$ cat src/rtl/slip_buffer_pkg.sv
package slip_buffer_pkg;
  localparam int unsigned DEF_DATA_W     = 8;
  localparam int unsigned DEF_HALF_SLOTS = 32;

  typedef enum logic [1:0] {
    SLIP_NONE   = 2'd0,
    SLIP_REPEAT = 2'd1,
    SLIP_DROP   = 2'd2
  } slip_kind_e;
endpackage

$ cat src/rtl/slip_ptr_ctrl.sv
module slip_ptr_ctrl
  import slip_buffer_pkg::*;
#(
  parameter int unsigned HALF_SLOTS = DEF_HALF_SLOTS,
  localparam int unsigned PTR_W     = $clog2(HALF_SLOTS) + 1
) (
  input  logic             clk,
  input  logic             rst,
  input  logic             wr_en,
  input  logic             rd_en,
  output logic [PTR_W-1:0] wp_q,
  output logic [PTR_W-1:0] rp_q,
  output logic [PTR_W-1:0] rd_addr,
  output logic [PTR_W-1:0] wp_nxt,
  output logic [PTR_W-1:0] rp_nxt,
  output logic             frame_evt,
  output logic             slip_repeat_q,
  output logic             slip_drop_q
);
  localparam logic [PTR_W-1:0] HALF_SEP = PTR_W'(HALF_SLOTS);
  localparam logic [PTR_W-1:0] GAP_FULL = '1;

  logic [PTR_W-1:0] gap;
  slip_kind_e       kind;

  function automatic logic [PTR_W-1:0] flip_half(input logic [PTR_W-1:0] p);
    return {~p[PTR_W-1], p[PTR_W-2:0]};
  endfunction

  always_comb begin
    gap = wp_q - rp_q;
    if (rd_en && gap == '0)
      kind = SLIP_REPEAT;
    else if (wr_en && !rd_en && gap == GAP_FULL)
      kind = SLIP_DROP;
    else
      kind = SLIP_NONE;

    rd_addr = (kind == SLIP_REPEAT) ? flip_half(rp_q) : rp_q;
    wp_nxt  = wr_en ? wp_q + PTR_W'(1) : wp_q;
    if (rd_en)
      rp_nxt = rd_addr + PTR_W'(1);
    else if (kind == SLIP_DROP)
      rp_nxt = flip_half(rp_q);
    else
      rp_nxt = rp_q;
    frame_evt = wr_en && (&wp_q[PTR_W-2:0]);
  end

  always_ff @(posedge clk) begin
    if (rst) begin
      wp_q          <= HALF_SEP;
      rp_q          <= '0;
      slip_repeat_q <= 1'b0;
      slip_drop_q   <= 1'b0;
    end else begin
      wp_q          <= wp_nxt;
      rp_q          <= rp_nxt;
      slip_repeat_q <= (kind == SLIP_REPEAT);
      slip_drop_q   <= (kind == SLIP_DROP);
    end
  end

  AST_WP_STEP: assert property (@(posedge clk) disable iff (rst)
    wr_en |=> wp_q == $past(wp_q) + PTR_W'(1));
  AST_RP_IDLE_HOLD: assert property (@(posedge clk) disable iff (rst)
    (!rd_en && !wr_en) |=> $stable(rp_q));
  AST_DROP_GAP: assert property (@(posedge clk) disable iff (rst)
    slip_drop_q |-> gap == HALF_SEP);
  AST_REPEAT_GAP: assert property (@(posedge clk) disable iff (rst)
    slip_repeat_q |-> (gap == HALF_SEP || gap == HALF_SEP - PTR_W'(1)));
  AST_ONE_SLIP: assert property (@(posedge clk) disable iff (rst)
    $onehot0({slip_repeat_q, slip_drop_q}));
endmodule

$ cat src/rtl/slip_mem.sv
module slip_mem #(
  parameter int unsigned DATA_W = 8,
  parameter int unsigned PTR_W  = 6,
  localparam int unsigned DEPTH = 1 << PTR_W
) (
  input  logic              clk,
  input  logic              line_we,
  input  logic [PTR_W-1:0]  line_addr,
  input  logic [DATA_W-1:0] line_data,
  input  logic              cpu_we,
  input  logic [PTR_W-1:0]  cpu_waddr,
  input  logic [DATA_W-1:0] cpu_wdata,
  input  logic              sys_re,
  input  logic [PTR_W-1:0]  sys_addr,
  output logic [DATA_W-1:0] sys_q,
  input  logic              cpu_re,
  input  logic [PTR_W-1:0]  cpu_raddr,
  output logic [DATA_W-1:0] cpu_q
);
  logic [DATA_W-1:0] store [DEPTH];
  logic              we;
  logic [PTR_W-1:0]  waddr;
  logic [DATA_W-1:0] wdata;

  always_comb begin
    we    = line_we || cpu_we;
    waddr = line_we ? line_addr : cpu_waddr;
    wdata = line_we ? line_data : cpu_wdata;
  end

  always_ff @(posedge clk) begin
    if (we)
      store[waddr] <= wdata;
  end

  always_ff @(posedge clk) begin
    if (sys_re)
      sys_q <= store[sys_addr];
  end

  always_ff @(posedge clk) begin
    if (cpu_re)
      cpu_q <= store[cpu_raddr];
  end
endmodule

$ cat src/rtl/slip_status.sv
module slip_status #(
  parameter int unsigned PTR_W = 6,
  localparam int unsigned ST_W = PTR_W + 2
) (
  input  logic             clk,
  input  logic             rst,
  input  logic             frame_evt,
  input  logic [PTR_W-1:0] wp_nxt,
  input  logic [PTR_W-1:0] rp_nxt,
  output logic [ST_W-1:0]  status_q,
  output logic             frame_mark_q
);
  logic [PTR_W-1:0] delay_code;

  always_comb delay_code = wp_nxt - rp_nxt;

  always_ff @(posedge clk) begin
    if (rst) begin
      status_q     <= '0;
      frame_mark_q <= 1'b0;
    end else begin
      frame_mark_q <= frame_evt;
      if (frame_evt)
        status_q <= {delay_code, wp_nxt[PTR_W-1], rp_nxt[PTR_W-1]};
    end
  end

  AST_STATUS_HOLD: assert property (@(posedge clk) disable iff (rst)
    !frame_evt |=> $stable(status_q));
  AST_MARK_ON_FRAME: assert property (@(posedge clk) disable iff (rst)
    frame_evt |=> frame_mark_q);
endmodule

$ cat src/rtl/slip_buffer_top.sv
module slip_buffer_top
  import slip_buffer_pkg::*;
#(
  parameter int unsigned DATA_W     = DEF_DATA_W,
  parameter int unsigned HALF_SLOTS = DEF_HALF_SLOTS,
  localparam int unsigned SLOT_W    = $clog2(HALF_SLOTS),
  localparam int unsigned PTR_W     = SLOT_W + 1,
  localparam int unsigned ST_W      = PTR_W + 2
) (
  input  logic              clk,
  input  logic              rst,
  input  logic              wr_en,
  input  logic [DATA_W-1:0] wr_data,
  input  logic              rd_en,
  output logic [DATA_W-1:0] rd_data,
  output logic              rd_valid,
  input  logic              cpu_rd_en,
  input  logic              cpu_wr_en,
  input  logic [SLOT_W-1:0] cpu_addr,
  input  logic [DATA_W-1:0] cpu_wdata,
  output logic [DATA_W-1:0] cpu_rdata,
  output logic              cpu_rd_valid,
  output logic [ST_W-1:0]   status,
  output logic              frame_mark,
  output logic              slip_repeat,
  output logic              slip_drop,
  output logic              wr_half,
  output logic              rd_half
);
  logic [PTR_W-1:0] wp_q, rp_q, rd_addr, wp_nxt, rp_nxt;
  logic             frame_evt;
  logic [PTR_W-1:0] cpu_raddr, cpu_waddr;
  logic             cpu_we_eff;

  slip_ptr_ctrl #(.HALF_SLOTS(HALF_SLOTS)) u_ptr (
    .clk(clk), .rst(rst), .wr_en(wr_en), .rd_en(rd_en),
    .wp_q(wp_q), .rp_q(rp_q), .rd_addr(rd_addr),
    .wp_nxt(wp_nxt), .rp_nxt(rp_nxt), .frame_evt(frame_evt),
    .slip_repeat_q(slip_repeat), .slip_drop_q(slip_drop)
  );

  always_comb begin
    cpu_raddr  = {~wp_q[PTR_W-1], cpu_addr};
    cpu_waddr  = {~rp_q[PTR_W-1], cpu_addr};
    cpu_we_eff = cpu_wr_en && !wr_en;
    wr_half    = wp_q[PTR_W-1];
    rd_half    = rp_q[PTR_W-1];
  end

  slip_mem #(.DATA_W(DATA_W), .PTR_W(PTR_W)) u_mem (
    .clk(clk),
    .line_we(wr_en), .line_addr(wp_q), .line_data(wr_data),
    .cpu_we(cpu_we_eff), .cpu_waddr(cpu_waddr), .cpu_wdata(cpu_wdata),
    .sys_re(rd_en), .sys_addr(rd_addr), .sys_q(rd_data),
    .cpu_re(cpu_rd_en), .cpu_raddr(cpu_raddr), .cpu_q(cpu_rdata)
  );

  slip_status #(.PTR_W(PTR_W)) u_status (
    .clk(clk), .rst(rst), .frame_evt(frame_evt),
    .wp_nxt(wp_nxt), .rp_nxt(rp_nxt),
    .status_q(status), .frame_mark_q(frame_mark)
  );

  always_ff @(posedge clk) begin
    if (rst) begin
      rd_valid     <= 1'b0;
      cpu_rd_valid <= 1'b0;
    end else begin
      rd_valid     <= rd_en;
      cpu_rd_valid <= cpu_rd_en;
    end
  end

  AST_RD_VALID_FOLLOWS: assert property (@(posedge clk) disable iff (rst)
    rd_en |=> rd_valid);
  AST_CPU_VALID_FOLLOWS: assert property (@(posedge clk) disable iff (rst)
    cpu_rd_en |=> cpu_rd_valid);
endmodule

$ cat config.mk
export PLATFORM = sky130hd
export DESIGN_NAME = slip_buffer_top
export DESIGN_NICKNAME = d
export VERILOG_FILES = /design/src/rtl/slip_buffer_pkg.sv /design/src/rtl/slip_ptr_ctrl.sv /design/src/rtl/slip_mem.sv /design/src/rtl/slip_status.sv /design/src/rtl/slip_buffer_top.sv
export SDC_FILE = /design/constraint.sdc
export NUM_CORES = 1
export LEC_CHECK = 0
export BUFFER_PORTS_ARGS = -buffer_cell sky130_fd_sc_hd__buf_4
export CAP_MARGIN = 20
export CORE_UTILIZATION = 50
export DETAILED_ROUTE_END_ITERATION = 8
export GPL_TIMING_DRIVEN = 0
export PLACE_DENSITY = 0.71
export SYNTH_ARGS = -nofsm -noshare
export SYNTH_HDL_FRONTEND = slang
export SYNTH_SLANG_ARGS = --single-unit
$ cat constraint.sdc
create_clock -name clk -period 7.1 [get_ports clk]
set_clock_uncertainty 0.2 [all_clocks]
set_input_delay 0.71 -clock clk [delete_from_list [all_inputs] [get_ports clk]]
set_output_delay 0.71 -clock clk [all_outputs]
set_load 0.005 [all_outputs]
==> summary.txt, run 1 <==
Synthesis
  • Distinct cells, synth: 48
  • Top cell type's share of synthesized area: 61.3%
  • Number of synthesized flops with an enable pin: 528
  • Post-Syn Area per Cell: 20.9 sq um
  • Synthesized flop and latch total: 553
  • Synth Area in Adders: 0.783%
  • Cells after Synth: 1236
  • Seq/Total Area, Yosys: 63.2%
  • Post-synth net total: 1278
  • Combined area of all synthesized cells: 25900 sq um
  • Number of warning messages in the yosys log: 0
  • Share of async-settable or async-resettable flops after synthesis: 0%
  • Most used flip-flop cell after synthesis: sky130_fd_sc_hd__edfxtp_1
  • Combinational family with the most area after synthesis: multiplexers
  • Area share of and/or/nand/nor cells after synthesis: 2.83%
  • Area leader, netlist: sky130_fd_sc_hd__edfxtp_1
  • Cell types with the largest area share after synthesis: sky130_fd_sc_hd__edfxtp_1 (61%), sky130_fd_sc_hd__mux4_2 (29%), sky130_fd_sc_hd__dfxtp_1 (1.9%)
  • Area share of xor/xnor cells in the synthesized design: 0.537%
  • Post-synthesis mux area share: 29.7%
  • Synthesized-area fraction occupied by ao, oa, aoi and oai cells: 0.977%

Pwr
  • Reported leakage power: 0.00902 uW
  • Areal power density over the cells: 259 nW/um^2
  • Power after layout: 7560 uW
  • Maximum resistive drop on vdd: 222 uV

Worst hold path
  • Start point of the worst hold path: rst
  • Path category of the worst min-delay check: in2reg
  • Cell count of the worst hold path: 2

Final layout
  • Leading cell type in the layout, fill and taps excluded: sky130_fd_sc_hd__edfxtp_1
  • Layout cells sized above 1: 37.2%
  • Area growth, synth to finish: 12.7%
  • Commonest cells after routing, fill and taps aside: sky130_fd_sc_hd__edfxtp_1 (528), sky130_fd_sc_hd__mux4_2 (336), sky130_fd_sc_hd__nor2_1 (86)
  • Layout Nets: 1398
  • Final Cell Area: 29200 sq um

CTS
  • Number of buffers added to fix hold violations after cts: 0
  • Number of clock sinks: 553
  • Deepest level of the CTS H-tree: 2
  • Clock buffers created by TritonCTS: 56
  • Skew-Pair Late Insertion Delay: 610 ps
  • CTS root buffer: sky130_fd_sc_hd__clkbuf_16
  • Clock-pin slew on the worst setup and hold paths: 60 ps
  • Clock tree from TritonCTS: done
  • Gates resized, CTS repair: 0
  • Post-CTS setup buffers: 0
  • Maximum clock path buffer count: 3

Global routing
  • Overflow left after global routing: 0
  • Antenna violations before repair: 3
  • Total Routing Usage GR: 29.0%
  • Largest net degree at the start of global routing: 41
  • Wire length of the first global-routing pass: 105000 um
  • Via count of the first global-routing pass: 14200

Critical path
  • Worst reg2reg endpoint: u_mem.sys_q[4]$_DFFE_PP_
  • Largest fanout of any net on the critical path: 10
  • Setup slack on the worst flop-to-flop path: 1690 ps
  • Worst path required time: 7230 ps
  • Type of origin of the critical path: flop
  • Arrival time at the worst endpoint: 5540 ps
  • Number of cells on the worst reg-to-reg path: 11
  • Crit path capture: u_mem.sys_q[4]$_DFFE_PP_
  • Setup crit end kind: flop
  • Beginning of the critical path: u_ptr.rp_q[1]$_SDFF_PP0_
  • Category of the critical setup timing path: reg2reg
  • Startpoint of the worst-slack reg-to-reg timing path: u_ptr.rp_q[1]$_SDFF_PP0_

Detailed routing
  • Met2 layer wire length in the routed design: 36000 um
  • DRC violation count after routing: 0
  • Vias post-DR: 14400
  • Met3 Routed Length: 8530 um
  • Highest metal layer used by the detailed router: met5
  • Wl on met1: 27100 um
  • Number of nets with antenna violations after routing: 0
  • Initial DRC Count: 2224
  • Mean routed wirelength per cell: 35.9 um
  • Number of optimization iterations in the first detailed-route pass: 5
  • Drt total wl: 74700 um
  • Mean number of vias per cell: 6.93

Timing
  • Final worst-path setup slack: 1690 ps
  • Setup repair after global routing missed its margin: no
  • Endpoints failing setup: 0
  • Tcrit/Tclk final: 76.2%
  • Minimum clock period after layout: 5410 ps
  • Slew at the pin with the worst max-slew slack: 1190 ps
  • Maximum achievable frequency: 185 MHz
  • Number of slew-limit violations in the final report: 0
  • Headroom to the max-slew limit: 20.5%
  • Total count of hold-check failures in the final report: 0
  • Sum of negative setup slack: 0 ps

Die
  • Boundary pin count: 58
  • Standard-cell row count: 83
  • Horizontal die dimension: 230 um
  • Die outline area: 52700 sq um
  • Floorplan Core Area: 51200 sq um
  • DIE HEIGHT: 230 um
  • Initial standard-cell utilization of the core: 50.5%

Job
  • Count of max-cap constraint violations: 0

Place
  • Placed Area: 27300 sq um
  • DP Worst Slack: 1860 ps
  • Final HPWL DP: 54100 um
  • PortBufs: 52
  • Placer congestion estimate: 0.940

Status
  • Status: finished, final reports clean
-- synth_stat cells (10+ instances only) --
| cell type | n |
|---|---|
| sky130_fd_sc_hd__nand2_1 | 34 |
| sky130_fd_sc_hd__buf_2 | 13 |
| sky130_fd_sc_hd__mux4_2 | 336 |
| sky130_fd_sc_hd__edfxtp_1 | 528 |
| sky130_fd_sc_hd__inv_1 | 12 |
| sky130_fd_sc_hd__dfxtp_1 | 25 |
| sky130_fd_sc_hd__nor2_1 | 86 |
| sky130_fd_sc_hd__buf_1 | 10 |
| sky130_fd_sc_hd__ha_1 | 13 |
| sky130_fd_sc_hd__xnor2_1 | 11 |
| sky130_fd_sc_hd__clkbuf_1 | 46 |
-- layer usage --
layer / global-route usage, % / up-vias
met1: 40.4 / 7718
met2: 45.4 / 944
li1: - / 5596
met5: 0 / -
met3: 5.57 / 155
met4: 11.4 / 2
-- critical path, stage by stage (launching register included) --
cell and delay [ps]:
sky130_fd_sc_hd__dfxtp_1 350, sky130_fd_sc_hd__clkbuf_1 350, sky130_fd_sc_hd__clkbuf_1 820, sky130_fd_sc_hd__clkbuf_1 570, sky130_fd_sc_hd__inv_1 290, sky130_fd_sc_hd__fa_1 510
sky130_fd_sc_hd__xor2_1 180, sky130_fd_sc_hd__or3_1 370, sky130_fd_sc_hd__or3_1 430, sky130_fd_sc_hd__nor2_1 270, sky130_fd_sc_hd__xnor2_2 310, sky130_fd_sc_hd__mux4_2 470
-- power by group --
part	internal (uW)	switching, uW	total, uW
Clock	1790	1250	3040
Combinational	371	507	878
Sequential	3630	15.0	3650
Total	5790	1770	7560
-- through the flow --
| stage | cells | hold WS [ps] | utilization (%) |
|---|---|---|---|
| 6_report | 2080 | 123 | 57.0 |
| 5_1_grt | 2077 | 122 | 57.0 |
| 2_1_floorplan | 1236 | 248 | - |
| 3_5_place_dp | 1977 | 250 | 53.3 |
| 4_1_cts | 2076 | 102 | 56.9 |
| 3_3_place_gp | 1968 | 253 | 53.0 |
-- cells by family (layout without fill, tap and decap cells) --
family | Yosys count | after routing
buffers and inverters | 101 | 262
DFF | 553 | 553
xor gates and xnor gates | 15 | 15
AOI/OAI and AO/OA | 38 | 38
other | 0 | 3
adders and majority gates | 15 | 15
muxes | 348 | 348
and+or+nand+nor | 166 | 166
-- worst min-delay path by stage --
stage | end | slack, ps
3_5_place_dp | u_status.status_q[4]$_SDFFE_PP0P_ | 250
4_1_cts | u_ptr.wp_q[2]$_SDFF_PP0_ | 100
5_1_grt | cpu_rd_valid$_SDFF_PP0_ | 120
3_3_place_gp | u_status.status_q[4]$_SDFFE_PP0P_ | 250
6_report | rd_valid$_SDFF_PP0_ | 120
2_1_floorplan | u_status.status_q[6]$_SDFFE_PP0P_ | 250
-- sequential cells by signal (all words and copies together) (netlist names) --
register               count
u_status.frame_mark_q      1
u_ptr.slip_drop_q          1
u_status.status_q          8
u_mem.cpu_q                8
u_ptr.slip_repeat_q        1
cpu_rd_valid               1
u_ptr.wp_q                 6
u_ptr.rp_q                 6
u_mem.store              512
u_mem.sys_q                8
rd_valid                   1
-- cell type report --
class / instances / area, sq um
Multi-Input combinational cell: 582 / 9030
Timing Repair Buffer: 62 / 596
Inverter: 14 / 52.6
Antenna cell: 3 / 7.51
Clock buffer: 70 / 1480
Clock inverter: 29 / 368
Tap cell: 680 / 851
Fill cell: 3706 / 22000
Buffer: 87 / 444
Sequential cell: 553 / 16400
(Power assumes the default switching activity.)
==> inputs of run 2 (changes only) <==
--- a/config.mk
+++ b/config.mk
@@ -10,7 +10,7 @@
 export CORE_UTILIZATION = 50
 export DETAILED_ROUTE_END_ITERATION = 8
 export GPL_TIMING_DRIVEN = 0
-export PLACE_DENSITY = 0.71
+export PLACE_DENSITY = 0.74
 export SYNTH_ARGS = -nofsm -noshare
 export SYNTH_HDL_FRONTEND = slang
 export SYNTH_SLANG_ARGS = --single-unit
==> constraint.sdc (replaced) <==
create_clock -name clk -period 4.8 [get_ports clk]
set_clock_uncertainty 0.2 [all_clocks]
set_input_delay 0.48 -clock clk [delete_from_list [all_inputs] [get_ports clk]]
set_output_delay 0.48 -clock clk [all_outputs]
set_load 0.005 [all_outputs]
==> run 2 against run 1 <==
  * Sequential share of layout area up 0.087 points
  * Total power grew 46%
  * Worst hold slack better by 150 ps
  * Register-to-register slack got worse by 1400 ps
  * Count of clock-buffer cells in the layout increased by 5
  * Non-clock buffer count unchanged
  * Sequential power up 48%
  * Clock power up 43%
==> summary.txt, run 2 (same netlist as run 1, synthesis figures left out) <==
Global routing
  • Antenna violations before repair: 1 (-2)
  • Wire length of the first global-routing pass: 104000 um (-0.62%)
  • Overflow left after global routing: 0 (unchanged)
  • Via count of the first global-routing pass: 14100 (-0.085%)
  • Largest net degree at the start of global routing: 49 (+20%)
  • Total Routing Usage GR: 28.7% (-0.27 points)

Final layout
  • Area growth, synth to finish: 12.6%
  • Max reg flops: 512 (unchanged)
  • Layout cells sized above 1: 37.3% (+0.13 points)
  • Commonest cells after routing, fill and taps aside: sky130_fd_sc_hd__edfxtp_1 (528), sky130_fd_sc_hd__mux4_2 (336), sky130_fd_sc_hd__nor2_1 (86)
  • Register ranked first by flip-flop count: u_mem.store
  • Layout Nets: 1398 (unchanged)
  • Leading cell type in the layout, fill and taps excluded: sky130_fd_sc_hd__edfxtp_1
  • Inserted Diodes: 0 (-3)

Critical path
  • Worst reg2reg endpoint: u_mem.sys_q[3]$_DFFE_PP_
  • Arrival time at the worst endpoint: 4610 ps (-930 ps)
  • Largest fanout of any net on the critical path: 19 (+9)
  • Category of the critical setup timing path: reg2reg
  • Crit path capture: u_mem.sys_q[3]$_DFFE_PP_
  • Number of cells on the worst reg-to-reg path: 10 (-1)
  • Beginning of the critical path: u_ptr.rp_q[1]$_SDFF_PP0_
  • Setup slack on the worst flop-to-flop path: 320 ps (-1370 ps)
  • Type of origin of the critical path: flop
  • Worst path required time: 4930 ps (-2300 ps)
  • Setup crit end kind: flop
  • Startpoint of the worst-slack reg-to-reg timing path: u_ptr.rp_q[1]$_SDFF_PP0_

Pwr
  • Reported leakage power: 0.00900 uW (-0.16%)
  • Areal power density over the cells: 379 nW/um^2 (+46%)
  • Maximum resistive drop on vdd: 299 uV (+35%)

CTS
  • Skew-Pair Late Insertion Delay: 630 ps (+20 ps)
  • Maximum clock path buffer count: 3 (unchanged)
  • CTS root buffer: sky130_fd_sc_hd__clkbuf_16
  • Number of clock sinks: 553 (unchanged)
  • Clock tree from TritonCTS: done
  • Deepest level of the CTS H-tree: 2 (unchanged)
  • Clock-pin slew on the worst setup and hold paths: 60 ps (about the same)
  • Clock buffers created by TritonCTS: 56 (unchanged)

Detailed routing
  • DRC violation count after routing: 0 (unchanged)
  • Mean routed wirelength per cell: 35.5 um (-1.3%)
  • Drt total wl: 73900 um (-1.1%)
  • Mean number of vias per cell: 6.92 (-0.21%)
  • Number of nets with antenna violations after routing: 0 (unchanged)
  • Number of optimization iterations in the first detailed-route pass: 5 (unchanged)
  • Initial DRC Count: 2104 (-5.4%)
  • Vias post-DR: 14400 (-0.069%)

Timing
  • Total count of hold-check failures in the final report: 0 (unchanged)
  • Tcrit/Tclk final: 93.4% (+17 points)
  • Setup repair after global routing missed its margin: no
  • Endpoints failing setup: 0 (unchanged)
  • Hold slack final: 268 ps (+145 ps)
  • Number of slew-limit violations in the final report: 0 (unchanged)
  • Maximum achievable frequency: 223 MHz (+21%)
  • Minimum clock period after layout: 4480 ps (-926 ps)
  • Slew at the pin with the worst max-slew slack: 1030 ps (-163 ps)
  • Headroom to the max-slew limit: 31.3% (+11 points)
  • Sum of negative setup slack: 0 ps (unchanged)

Die
  • Initial standard-cell utilization of the core: 50.5% (unchanged)
  • Die outline area: 52700 sq um (unchanged)
  • Horizontal die dimension: 230 um (unchanged)
  • Standard-cell row count: 83 (unchanged)
  • Floorplan Core Area: 51200 sq um (unchanged)
  • Boundary pin count: 58 (unchanged)
  • DIE HEIGHT: 230 um (unchanged)

Place
  • Final HPWL DP: 52900 um (-2.1%)
  • Placer congestion estimate: 0.956 (+1.7%)
  • PortBufs: 52 (unchanged)

Status
  • Status: finished, final reports clean

Job
  • Count of max-cap constraint violations: 0 (unchanged)

Worst hold path
  • Path category of the worst min-delay check: reg2reg
## run 2: layout make-up
class | count | area [sq um]
fill | 3693 | 22100
inverter | 14 | 52.6
sequential | 553 | 16400
buffer | 86 | 442
clock inverter | 30 | 268
clock buffer | 75 | 1560
multi-input combinational | 582 | 9030
tap | 680 | 851
timing repair buffer | 63 | 581
## run 2: how the worst min path moves through the flow
| stage | startpoint | to | slack (ps) | cells past startpoint |
|---|---|---|---|---|
| detailed placement | u_status.status_q[6]$_SDFFE_PP0P_ | u_status.status_q[6]$_SDFFE_PP0P_ | 260 | 2 |
| floorplan | u_status.status_q[6]$_SDFFE_PP0P_ | u_status.status_q[6]$_SDFFE_PP0P_ | 250 | 2 |
| global route | u_status.status_q[6]$_SDFFE_PP0P_ | u_status.status_q[6]$_SDFFE_PP0P_ | 290 | 2 |
| finish | u_status.status_q[6]$_SDFFE_PP0P_ | u_status.status_q[6]$_SDFFE_PP0P_ | 270 | 2 |
| CTS | u_status.status_q[6]$_SDFFE_PP0P_ | u_status.status_q[6]$_SDFFE_PP0P_ | 270 | 2 |
| global placement | u_status.status_q[6]$_SDFFE_PP0P_ | u_status.status_q[6]$_SDFFE_PP0P_ | 250 | 2 |
## run 2: where the power goes
group | internal (uW) | switching, uW
registers | 5370 | 21.2
clock network | 2490 | 1860
logic | 548 | 739
## run 2: repair_timing
action,in CTS,in global routing
endpoints found under the setup margin,8,8
gates resized for setup,1,0
hold buffers,3,0
setup buffers,0,0
hold endpoints to repair,15,0
## run 2: metal layers
layer | global-route usage, % | vias to the layer above | routed length [um]
met5 | 0 | - | 0
met4 | 11.9 | 0 | 3500
met3 | 6.36 | 170 | 8410
met2 | 46.3 | 1021 | 36200
met1 | 38.0 | 7621 | 25800
li1 | - | 5593 | -
## run 2: critical path, cell delays in order (launching register included)
cell	delay [ps]
sky130_fd_sc_hd__dfxtp_1	340
sky130_fd_sc_hd__clkbuf_1	340
sky130_fd_sc_hd__clkbuf_2	590
sky130_fd_sc_hd__inv_1	250
sky130_fd_sc_hd__fa_1	510
sky130_fd_sc_hd__xor2_1	180
sky130_fd_sc_hd__or3_1	370
sky130_fd_sc_hd__or3_1	420
sky130_fd_sc_hd__nor2_1	180
sky130_fd_sc_hd__xnor2_2	320
sky130_fd_sc_hd__mux4_2	480
## run 2: metrics by stage
step	utilization (%)	total power [uW]	instance area, sq um	instances	setup WS [ps]
global route	56.9	11200	29100	2083	216
finish	56.9	11000	29100	2083	317
global placement	53.0	6720	27100	1968	-169
CTS	56.9	11000	29100	2084	40.2
floorplan	-	6260	25900	1236	1010
detailed placement	53.3	6760	27300	1976	-211
==> inputs of run 3 (changes only) <==
--- a/config.mk
+++ b/config.mk
@@ -11,6 +11,7 @@
 export DETAILED_ROUTE_END_ITERATION = 8
 export GPL_TIMING_DRIVEN = 0
 export PLACE_DENSITY = 0.74
+export RECOVER_POWER = 25
 export SYNTH_ARGS = -nofsm -noshare
 export SYNTH_HDL_FRONTEND = slang
 export SYNTH_SLANG_ARGS = --single-unit
==> run 3 against run 2 <==
  * The run now ends with max-capacitance violations, max-slew violations left
  * Sequential power about the same
  * Critical endpoint unchanged
  * Final area down 0.13%
  * Highest routed layer unchanged
  * Register-to-register slack worse by 20 ps
  * Worst setup slack worse by 18 ps
  * Critical path depth unchanged
  * Sequential share of layout area up 0.075 points
  * First-iteration DRC count up 0.95%
  * Core utilization down 0.076 points
  * Wire length up 0.15%
  * Maximum frequency down 0.40%
  * Worst hold slack worse by 1.4 ps
==> summary.txt, run 3 (same netlist as run 1, synthesis figures left out) <==
Detailed routing
  • Number of nets with antenna violations after routing: 0 (unchanged)
  • Initial DRC Count: 2124 (+0.95%)
  • Mean number of vias per cell: 6.90 (-0.23%)
  • DRC violation count after routing: 0 (unchanged)
  • Number of optimization iterations in the first detailed-route pass: 5 (unchanged)
  • Drt total wl: 74000 um (+0.15%)
  • Vias post-DR: 14400 (-0.23%)
  • Mean routed wirelength per cell: 35.5 um (+0.15%)

Timing
  • Slew at the pin with the worst max-slew slack: 1860 ps (+826 ps)
  • Sum of negative setup slack: 0 ps (unchanged)
  • Setup repair after global routing missed its margin: no
  • Tcrit/Tclk final: 93.8% (+0.37 points)
  • Endpoints failing setup: 0 (unchanged)
  • Minimum clock period after layout: 4500 ps (+17.8 ps)
  • Total count of hold-check failures in the final report: 0 (unchanged)
  • Headroom to the max-slew limit: -23.7% (-55 points)
  • Hold slack final: 267 ps (-1.37 ps)
  • Final worst-path setup slack: 299 ps (-17.8 ps)
  • Number of slew-limit violations in the final report: 43 (+43)
  • Maximum achievable frequency: 222 MHz (-0.40%)

Critical path
  • Type of origin of the critical path: flop
  • Arrival time at the worst endpoint: 4630 ps (+20 ps)
  • Number of cells on the worst reg-to-reg path: 10 (unchanged)
  • Setup slack on the worst flop-to-flop path: 300 ps (-20 ps)
  • Startpoint of the worst-slack reg-to-reg timing path: u_ptr.rp_q[1]$_SDFF_PP0_
  • Worst path required time: 4930 ps (about the same)
  • Crit path capture: u_mem.sys_q[3]$_DFFE_PP_
  • Largest fanout of any net on the critical path: 19 (unchanged)
  • Category of the critical setup timing path: reg2reg
  • Beginning of the critical path: u_ptr.rp_q[1]$_SDFF_PP0_
  • Setup crit end kind: flop
  • Worst reg2reg endpoint: u_mem.sys_q[3]$_DFFE_PP_

Job
  • Count of max-cap constraint violations: 1 (+1)

Global routing
  • Total Routing Usage GR: 28.7% (unchanged)
  • Largest net degree at the start of global routing: 49 (unchanged)
  • Wire length of the first global-routing pass: 104000 um (unchanged)
  • Antenna violations before repair: 1 (unchanged)
  • Via count of the first global-routing pass: 14100 (unchanged)
  • Overflow left after global routing: 0 (unchanged)

Status
  • Status: complete, but fails checks
  • Violations in the final reports: max-capacitance violations, max-slew violations

Pwr
  • Reported leakage power: 0.00898 uW (-0.32%)
  • Areal power density over the cells: 379 nW/um^2 (about the same)
  • Maximum resistive drop on vdd: 300 uV (about the same)

CTS
  • Deepest level of the CTS H-tree: 2 (unchanged)
  • Clock buffers created by TritonCTS: 56 (unchanged)
  • Number of clock sinks: 553 (unchanged)
  • CTS root buffer: sky130_fd_sc_hd__clkbuf_16
  • Clock tree from TritonCTS: done
  • Post-CTS setup buffers: 0 (unchanged)
  • Skew-Pair Late Insertion Delay: 630 ps (about the same)
  • Maximum clock path buffer count: 3 (unchanged)
  • Clock-pin slew on the worst setup and hold paths: 60 ps (about the same)

Die
  • Die outline area: 52700 sq um (unchanged)
  • Boundary pin count: 58 (unchanged)
  • Floorplan Core Area: 51200 sq um (unchanged)
  • Initial standard-cell utilization of the core: 50.5% (unchanged)
  • DIE HEIGHT: 230 um (unchanged)
  • Horizontal die dimension: 230 um (unchanged)
  • Standard-cell row count: 83 (unchanged)

Place
  • Placed instance count: 1976 (unchanged)
  • DP Worst Slack: -211 ps (unchanged)
  • Final HPWL DP: 52900 um (unchanged)
  • Placer congestion estimate: 0.956 (unchanged)
  • PortBufs: 52 (unchanged)

Final layout
  • Number of non-filler instances in the completed layout: 2083 (unchanged)
  • Max reg flops: 512 (unchanged)
  • Layout cells sized above 1: 36.4% (-1.0 points)
  • Commonest cells after routing, fill and taps aside: sky130_fd_sc_hd__edfxtp_1 (528), sky130_fd_sc_hd__mux4_2 (336), sky130_fd_sc_hd__nor2_1 (86)
  • Register ranked first by flip-flop count: u_mem.store
  • Layout Nets: 1398 (unchanged)
  • Area growth, synth to finish: 12.4%
  • Final core utilization: 56.8% (-0.076 points)
  • Inserted Diodes: 0 (unchanged)
  • Leading cell type in the layout, fill and taps excluded: sky130_fd_sc_hd__edfxtp_1

Worst hold path
  • Path category of the worst min-delay check: reg2reg
-- run 3: cell types whose count changed in the layout (fill, tap and decap cells not counted), sizes merged --
cell | previous run | this run
buf | 101 | 63
clkbuf | 120 | 157
dlymetal6s4s | 0 | 1
-- run 3: how the worst min path moves through the flow --
stage | to | from | cells past startpoint | slack (ps)
floorplan | u_status.status_q[6]$_SDFFE_PP0P_ | u_status.status_q[6]$_SDFFE_PP0P_ | 2 | 250
global placement | u_status.status_q[6]$_SDFFE_PP0P_ | u_status.status_q[6]$_SDFFE_PP0P_ | 2 | 250
detailed placement | u_status.status_q[6]$_SDFFE_PP0P_ | u_status.status_q[6]$_SDFFE_PP0P_ | 2 | 260
CTS | u_status.status_q[6]$_SDFFE_PP0P_ | u_status.status_q[6]$_SDFFE_PP0P_ | 2 | 270
global route | u_status.status_q[6]$_SDFFE_PP0P_ | u_status.status_q[6]$_SDFFE_PP0P_ | 2 | 290
finish | u_status.status_q[6]$_SDFFE_PP0P_ | u_status.status_q[6]$_SDFFE_PP0P_ | 2 | 270
-- run 3: report_power, final --
part | switching [uW] | internal (uW)
clock network | 1860 | 2490
registers | 20.8 | 5380
logic | 738 | 540
total | 2620 | 8400
-- run 3: metrics by stage --
stage	instance area (sq um)	total power, uW
4_1_cts	29100	11000
3_5_place_dp	27300	6760
5_1_grt	29100	11200
3_3_place_gp	27100	6720
2_1_floorplan	25900	6260
6_report	29100	11000
-- run 3: final cells by class --
type	count	area [sq um]
Tap cell	680	851
Sequential cell	553	16400
Clock inverter	30	268
Inverter	14	52.6
Buffer	86	440
Fill cell	3706	22100
Timing Repair Buffer	63	543
Clock buffer	75	1560
Multi-Input combinational cell	582	9030
-- run 3: timing repair --
action,in CTS,in global routing
endpoints found under the hold margin,15,0
resized for setup,1,0
setup endpoints to repair,8,8
hold buffers,3,0
-- run 3: critical path, cell delays in order, from the launching register on --
cell                       delay (ps)
sky130_fd_sc_hd__dfxtp_1          340
sky130_fd_sc_hd__clkbuf_1         350
sky130_fd_sc_hd__clkbuf_2         600
sky130_fd_sc_hd__inv_1            250
sky130_fd_sc_hd__fa_1             510
sky130_fd_sc_hd__xor2_1           180
sky130_fd_sc_hd__or3_1            370
sky130_fd_sc_hd__or3_1            420
sky130_fd_sc_hd__nor2_1           180
sky130_fd_sc_hd__xnor2_2          320
sky130_fd_sc_hd__mux4_2           480
-- run 3: per-layer routing --
metal	GRT usage (%)	vias up	part of all wire, %
met5	0	-	0
li1	-	5588	-
met2	46.3	1011	49
met1	38.0	7596	35
met4	11.9	0	4.9
met3	6.36	177	12
